`src/rtl/spi_word_pkg.sv`:
```
package spi_word_pkg;

  typedef enum logic [2:0] {
    IDX_CFG  = 3'd0,
    IDX_STAT = 3'd1,
    IDX_FCTL = 3'd2,
    IDX_TX   = 3'd3,
    IDX_RX   = 3'd4
  } regIdx_e;

  typedef enum logic [1:0] {
    MODE_DUPLEX = 2'd0,
    MODE_RXONLY = 2'd1,
    MODE_TXONLY = 2'd2,
    MODE_SPARE  = 2'd3
  } xferMode_e;

  typedef struct packed {
    logic       spiEn;
    logic       fifoEn;
    logic [6:0] wordCnt;
    logic [3:0] csNum;
    logic [1:0] mode;
    logic [4:0] lenM1;
    logic       txEn;
    logic       csPol;
    logic       cpol;
    logic       cpha;
  } cfg_t;

  // strobes from control to datapath
  typedef struct packed {
    logic load;
    logic rxOnly;
    logic idle;
    logic edgeTick;
    logic sample;
    logic shift;
    logic capture;
  } dpStrobe_t;

  function automatic logic [31:0] cfgToWord(cfg_t c);
    logic [31:0] w;
    w        = '0;
    w[0]     = c.cpha;
    w[1]     = c.cpol;
    w[2]     = c.csPol;
    w[3]     = c.txEn;
    w[8:4]   = c.lenM1;
    w[13:12] = c.mode;
    w[17:14] = c.csNum;
    w[24:18] = c.wordCnt;
    w[25]    = c.fifoEn;
    w[26]    = c.spiEn;
    return w;
  endfunction

  function automatic cfg_t wordToCfg(logic [31:0] w);
    cfg_t c;
    c.cpha    = w[0];
    c.cpol    = w[1];
    c.csPol   = w[2];
    c.txEn    = w[3];
    c.lenM1   = w[8:4];
    c.mode    = w[13:12];
    c.csNum   = w[17:14];
    c.wordCnt = w[24:18];
    c.fifoEn  = w[25];
    c.spiEn   = w[26];
    return c;
  endfunction

endpackage

```
`src/rtl/spi_word_ctrl.sv`:
```
module spi_word_ctrl
  import spi_word_pkg::*;
#(
  parameter int DIV_W = 16,
  parameter int MAX_W = 32,
  parameter int LEN_W = $clog2(MAX_W + 1)
) (
  input  logic              clk,
  input  logic              rstN,
  input  logic [DIV_W-1:0]  divCount,
  input  logic              regWrEn,
  input  logic              regRdEn,
  input  logic [5:0]        regAddr,
  input  logic [31:0]       regWrData,
  input  logic [MAX_W-1:0]  rxHold,
  output logic [31:0]       regRdData,
  output cfg_t              cfgQ,
  output dpStrobe_t         stb,
  output logic [LEN_W-1:0]  wordBits,
  output logic              busyQ,
  output logic              rxReadyQ
);

  localparam int EDGE_W = LEN_W + 1;

  logic [DIV_W-1:0]  divCnt;
  logic [DIV_W-1:0]  divLatch;
  logic [EDGE_W-1:0] edgeCnt;
  logic [EDGE_W-1:0] lastEdge;
  logic [2:0]        idx;
  logic              wrCfg, wrTx, rdRx, accept;
  logic              tick, leading, sampleEdge, finish;
  logic [2:0]        unusedAddrLow;

  assign idx           = regAddr[5:3];
  assign unusedAddrLow = regAddr[2:0];
  assign wrCfg         = regWrEn && (idx == IDX_CFG);
  assign wrTx          = regWrEn && (idx == IDX_TX);
  assign rdRx          = regRdEn && (idx == IDX_RX);
  assign accept        = wrTx && cfgQ.spiEn && !busyQ;

  // effective word length, clamped to [4, MAX_W]
  always_comb begin
    if (cfgQ.lenM1 < 5'd3)
      wordBits = LEN_W'(4);
    else if (int'(cfgQ.lenM1) >= MAX_W)
      wordBits = LEN_W'(MAX_W);
    else
      wordBits = LEN_W'(cfgQ.lenM1) + LEN_W'(1);
  end

  assign lastEdge   = {wordBits, 1'b0} - EDGE_W'(1);
  assign tick       = busyQ && (divCnt == divLatch - DIV_W'(1));
  assign leading    = !edgeCnt[0];
  assign sampleEdge = cfgQ.cpha ? !leading : leading;
  assign finish     = tick && (edgeCnt == lastEdge);

  always_comb begin
    stb          = '0;
    stb.load     = accept;
    stb.rxOnly   = (cfgQ.mode == MODE_RXONLY);
    stb.idle     = !busyQ;
    stb.edgeTick = tick;
    stb.sample   = tick && sampleEdge;
    stb.shift    = tick && !sampleEdge && (edgeCnt != '0);
    stb.capture  = finish && (cfgQ.mode != MODE_TXONLY);
  end

  always_ff @(posedge clk) begin
    if (!rstN) begin
      cfgQ     <= '0;
      busyQ    <= 1'b0;
      divCnt   <= '0;
      divLatch <= DIV_W'(1);
      edgeCnt  <= '0;
      rxReadyQ <= 1'b0;
    end else begin
      if (wrCfg) cfgQ <= wordToCfg(regWrData);
      if (accept) begin
        busyQ    <= 1'b1;
        divCnt   <= '0;
        edgeCnt  <= '0;
        divLatch <= (divCount == '0) ? DIV_W'(1) : divCount;
      end else if (busyQ) begin
        if (tick) begin
          divCnt  <= '0;
          edgeCnt <= edgeCnt + EDGE_W'(1);
          if (finish) busyQ <= 1'b0;
        end else begin
          divCnt <= divCnt + DIV_W'(1);
        end
      end
      if (stb.capture)
        rxReadyQ <= 1'b1;
      else if (rdRx)
        rxReadyQ <= 1'b0;
    end
  end

  always_comb begin
    case (idx)
      IDX_CFG:  regRdData = cfgToWord(cfgQ);
      IDX_STAT: regRdData = {24'd0, rxReadyQ, !rxReadyQ, busyQ, !busyQ,
                             1'b0, !busyQ, !busyQ, rxReadyQ};
      IDX_RX:   regRdData = 32'(rxHold);
      default:  regRdData = '0;
    endcase
  end

endmodule

```
`src/rtl/spi_word_dp.sv`:
```
module spi_word_dp
  import spi_word_pkg::*;
#(
  parameter int MAX_W = 32,
  parameter int LEN_W = $clog2(MAX_W + 1)
) (
  input  logic             clk,
  input  logic             rstN,
  input  dpStrobe_t        stb,
  input  logic [MAX_W-1:0] txWord,
  input  logic [LEN_W-1:0] wordBits,
  input  logic             cpol,
  input  logic             miso,
  output logic             sclk,
  output logic             mosi,
  output logic [MAX_W-1:0] rxHold
);

  logic [MAX_W-1:0] shReg;
  logic [MAX_W-1:0] rxSh;
  logic [MAX_W-1:0] rxNext;
  logic             sclkQ;

  assign rxNext = stb.sample ? {rxSh[MAX_W-2:0], miso} : rxSh;
  assign mosi   = shReg[MAX_W-1];
  assign sclk   = sclkQ;

  always_ff @(posedge clk) begin
    if (!rstN) begin
      shReg  <= '0;
      rxSh   <= '0;
      rxHold <= '0;
      sclkQ  <= 1'b0;
    end else begin
      if (stb.idle)
        sclkQ <= cpol;
      else if (stb.edgeTick)
        sclkQ <= ~sclkQ;

      if (stb.load) begin
        shReg <= stb.rxOnly ? '0 : (txWord << (LEN_W'(MAX_W) - wordBits));
        rxSh  <= '0;
      end else begin
        if (stb.shift) shReg <= {shReg[MAX_W-2:0], 1'b0};
        rxSh <= rxNext;
      end

      if (stb.capture) rxHold <= rxNext;
    end
  end

endmodule

```
`src/rtl/spi_word_master.sv`:
```
module spi_word_master
  import spi_word_pkg::*;
#(
  parameter int DIV_W  = 16,
  parameter int MAX_W  = 32,
  parameter int NUM_CS = 4
) (
  input  logic              clk,
  input  logic              rstN,
  input  logic [DIV_W-1:0]  divCount,
  input  logic              regWrEn,
  input  logic              regRdEn,
  input  logic [5:0]        regAddr,
  input  logic [31:0]       regWrData,
  output logic [31:0]       regRdData,
  output logic              spiSclk,
  output logic              spiMosi,
  input  logic              spiMiso,
  output logic [NUM_CS-1:0] spiCs
);

  localparam int LEN_W = $clog2(MAX_W + 1);

  cfg_t             cfgQ;
  dpStrobe_t        stb;
  logic [LEN_W-1:0] wordBits;
  logic [MAX_W-1:0] rxHold;
  logic             busyQ;
  logic             rxReadyQ;

  spi_word_ctrl #(.DIV_W(DIV_W), .MAX_W(MAX_W), .LEN_W(LEN_W)) u_ctrl (
    .clk(clk), .rstN(rstN), .divCount(divCount),
    .regWrEn(regWrEn), .regRdEn(regRdEn), .regAddr(regAddr),
    .regWrData(regWrData), .rxHold(rxHold), .regRdData(regRdData),
    .cfgQ(cfgQ), .stb(stb), .wordBits(wordBits),
    .busyQ(busyQ), .rxReadyQ(rxReadyQ)
  );

  spi_word_dp #(.MAX_W(MAX_W), .LEN_W(LEN_W)) u_dp (
    .clk(clk), .rstN(rstN), .stb(stb),
    .txWord(regWrData[MAX_W-1:0]), .wordBits(wordBits),
    .cpol(cfgQ.cpol), .miso(spiMiso),
    .sclk(spiSclk), .mosi(spiMosi), .rxHold(rxHold)
  );

  for (genvar i = 0; i < NUM_CS; i++) begin : g_cs
    assign spiCs[i] = (cfgQ.spiEn && (cfgQ.csNum == 4'(i))) ? cfgQ.csPol : ~cfgQ.csPol;
  end

endmodule

```
`config.mk`:
```
export PLATFORM = sky130hd
export DESIGN_NAME = spi_word_master
export DESIGN_NICKNAME = d
export VERILOG_FILES = /design/src/rtl/spi_word_pkg.sv /design/src/rtl/spi_word_ctrl.sv /design/src/rtl/spi_word_dp.sv /design/src/rtl/spi_word_master.sv
export SDC_FILE = /design/constraint.sdc
export NUM_CORES = 1
export LEC_CHECK = 0
export ABC_AREA = 1
export BUFFER_PORTS_ARGS = -buffer_cell sky130_fd_sc_hd__buf_4
export CAP_MARGIN = 25
export CORE_UTILIZATION = 55
export DETAILED_ROUTE_END_ITERATION = 8
export PLACE_DENSITY = 0.75
export RECOVER_POWER = 100
export SYNTH_ARGS = -nofsm -noshare
export SYNTH_HDL_FRONTEND = slang
export SYNTH_SLANG_ARGS = --single-unit
```
`constraint.sdc`:
```
create_clock -name clk -period 7.4 [get_ports clk]
set_clock_uncertainty 0.05 [all_clocks]
set_input_delay 1.48 -clock clk [delete_from_list [all_inputs] [get_ports clk]]
set_output_delay 1.48 -clock clk [all_outputs]
set_load 0.005 [all_outputs]
```
==> reports/results.ini <==
[hold_path]
min_path_type = reg2reg
hold_depth = 2
min_from = u_ctrl.cfgQ[3]$_SDFFE_PN0P_
hold_end = u_ctrl.cfgQ[3]$_SDFFE_PN0P_

[floorplanning]
rows = 49
io_pins = 97
initial_core_util_pct = 56.0
dieWidth_um = 137
die_h_um = 137
core_area_mm2 = 0.0179
die-area_mm2 = 0.0188

[logic_synthesis]
synth_cell_types = 46
synth_edf_count = 0
ys_seq_area_share_pct = 32.3
synth.avg_cell_area_um2 = 6.02
synth_cells = 1665
async_flop_share_pct = 0
yosys_warnings = 0
ys.flop_type = dfxtp_1
syn_area_mm2 = 0.0100
synth-seq-cells = 162
syn_nets = 1730

[global_routing]
grt_pass1_wl_um = 45000
grt_pass1_vias = 9295
antenna_found_initial = 0
grt_max_degree = 66
grt-ovfl-total = 0
grtUsageTotal_pct = 30.7

[critical_path]
max_stage_delay_ns = 1.38
end_kind = register
path_cells = clkinv_1 -> nand2_1 -> clkbuf_1 -> nand2_1 -> o21ai_0 -> nand2_1 -> inv_1 -> nand3_1 -> nand2_1 -> nand2_1 -> nand2_1 -> nor2_1 -> nand2_1 -> nand2_1 -> nor2_1
critPathKind = reg2reg
reg2reg_to = u_dp.shReg[26]$_SDFFE_PN0P_
path_common_cell = nand2_1
cp_data_arrival_time_ns = 5.85
r2r_setup_slack_ns = 1.87
reg2reg_depth = 15
cp.required_ns = 7.72
startpoint_type = register
slowest_stage = clkbuf_1
rr_startpoint = u_ctrl.cfgQ[4]$_SDFFE_PN0P_
critical_path_peak_fanout = 47

[clock_tree]
cts_buffer_depth = 2
cts_buffers = 17
cts_tree = built
clk_latency_ns = 0.44
cts_hold_buf = 0
cts_root_buffer = clkbuf_16
htree_levels = 4
cts_resized = 0
post_cts_buffers = 0
clock_sinks = 162
clk_pin_slew_worst_paths_ns = 0.07

[outcome]
violations = capacitance limit, slew limit
status = finished, violations left

[routing]
post_drt_via_cell_ratio = 5.47
route.detailed.drc = 0
dr.pass1.iters = 6
drt-total-wl_um = 28100
vias = 10600
post_drt_wl_per_cell_um = 14.5
ant_nets = 0
drt-initial-drc-count = 908

[place]
hpwl_um = 19500
port_buffers = 93
post-place-cells = 1907
place_congestion = 0.945

[pwr]
p_int_mw = 1.47
seqPwrFrac_pct = 41.5
swShare_pct = 30.8
finalPower_mw = 2.12
pwr-share-clk_pct = 43.5
ir_drop_mv = 0.187
combPwrFrac_pct = 15.0
pwr_density_cell_mw_per_mm2 = 189
switching_power_uw = 654
p_leak_nw = 5.39

[sta]
finalSetupTns_ns = 0
rsz0062_at_grt = false
maxSlewViolCount = 133
worstMarginPinSlew_ns = 2.33
fin_crit_sh_pct = 74.8
finalSetupViolCount = 0
finalHoldViolCount = 0
post-route-min-period_ns = 5.53
relSlewSlack_pct = -56.1
fmax_mhz = 181

[layout]
nets = 1763
stdcell_count = 1940
diodes = 0
syn_to_final_growth_pct = 12.3
final.fill_count = 1774
drive_gt1_share_pct = 9.00

[flow_run]
max_cap_violations = 3

==> flip-flops by register name, indices dropped and copies added (netlist names) <==
signal,flops
u_dp.rxHold,32
u_dp.rxSh,32
u_dp.shReg,32
u_ctrl.cfgQ,24
u_ctrl.divCnt,16
u_ctrl.divLatch,16
u_ctrl.edgeCnt,7
u_ctrl.busyQ,1
u_ctrl.rxReadyQ,1
u_dp.sclk,1
==> cell type report <==
cell class	count	area, um2	share of cell area (%)
inverter	162	608	5.40
tap	229	287	2.55
timing repair buffer	104	754	6.70
multi-input combinational	1251	5750	51.1
clock inverter	14	176	1.57
clock buffer	18	439	3.90
sequential	162	3240	28.8
==> critical path: cells and delay by family, from the launching register on <==
kind	cells	cell delay (ns)
AO/OA/AOI/OAI	1	0.30
flip-flops	1	0.38
buffers and inverters	3	2.97
AND/OR/NAND/NOR	11	1.75
==> routing by layer <==
metal	wire length, um	global-route usage, %	part of all wire (%)
met1	12600	39.3	45
met2	13100	50.4	47
met3	1480	5.19	5.3
met4	945	13.6	3.4
met5	0	0	0
==> worst max-delay path by stage <==
stage	slack [ns]	endpoint	cells past startpoint	from
final	1.87	u_dp.shReg[26]$_SDFFE_PN0P_	15	u_ctrl.cfgQ[4]$_SDFFE_PN0P_
after global routing	1.33	u_dp.shReg[27]$_SDFFE_PN0P_	15	u_ctrl.cfgQ[4]$_SDFFE_PN0P_
after CTS	2.68	regRdData[7]	5	regAddr[3]
after detailed placement	2.68	regRdData[7]	5	regAddr[3]
after global placement	2.72	regRdData[7]	5	regAddr[3]
after floorplan	3.67	regRdData[1]	4	regAddr[3]
==> through the flow <==
stage / hold slack [ns] / utilization, % / cell area (um2) / setup slack, ns
6_report: 0.410 / 62.9 / 11300 / 1.87
5_1_grt: 0.430 / 62.9 / 11300 / 1.33
4_1_cts: 0.410 / 63.1 / 11300 / 2.68
3_5_place_dp: 0.400 / 59.7 / 10700 / 2.68
3_3_place_gp: 0.402 / 59.7 / 10700 / 2.72
2_1_floorplan: 0.380 / - / 10000 / 3.67
==> layout by cell type, fill, tap and decap left out, types with 3 or more instances in the layout <==
master	instances
a21oi_1	77
a22oi_1	7
a32o_1	4
buf_4	62
clkbuf_1	7
clkbuf_16	17
clkbuf_4	35
clkinv_1	3
clkinv_8	3
dfxtp_1	162
ha_1	6
inv_1	153
inv_2	6
inv_6	5
inv_8	4
nand2_1	516
nand2_2	5
nand3_1	198
nand3b_1	8
nand4_1	42
nor2_1	230
nor2_2	5
nor3_1	8
nor3b_1	4
nor4_1	6
o21ai_0	61
o221ai_1	7
o22ai_1	18
xnor2_1	4
xor2_1	20
==> cells by family after synthesis <==
logic type,synth area share (%)
XOR/XNOR,2.10
multiplexers,0.0998
adder cells (fa/ha/maj),0.748
AO/OA/AOI/OAI,10.3
AND/OR/NAND/NOR,44.3
flip-flops,32.3
buffers and inverters,10.1
==> power by group through the flow <==
stage	clock (mW)	combinational [mW]	sequential, mW
floorplan	0	0.223	0.900
global placement	0	0.309	0.901
detailed placement	0	0.310	0.901
CTS	0.935	0.312	0.881
global route	0.972	0.353	0.881
finish	0.924	0.318	0.881
==> Yosys cell counts (all sizes together), types with 2 or more instances <==
library cell,n,area [um2]
nand3,200,1020
ha,6,75.1
clkbuf,41,154
a21boi,2,15.0
nor2,238,952
o211ai,2,15.0
xnor2,4,35.0
and2,4,25.0
clkinv,3,11.3
xor2,20,175
buf,49,251
nor4,6,37.5
o221ai,7,61.3
dfxtp,162,3240
a21oi,77,385
nand3b,8,60.1
a32o,4,40.0
nor3b,4,30.0
nor3,9,56.3
nand4,43,275
o21ai,62,310
nand2,522,1980
inv,159,597
a22oi,7,52.6
o22ai,18,113
Power figures use the tool's default switching activity.
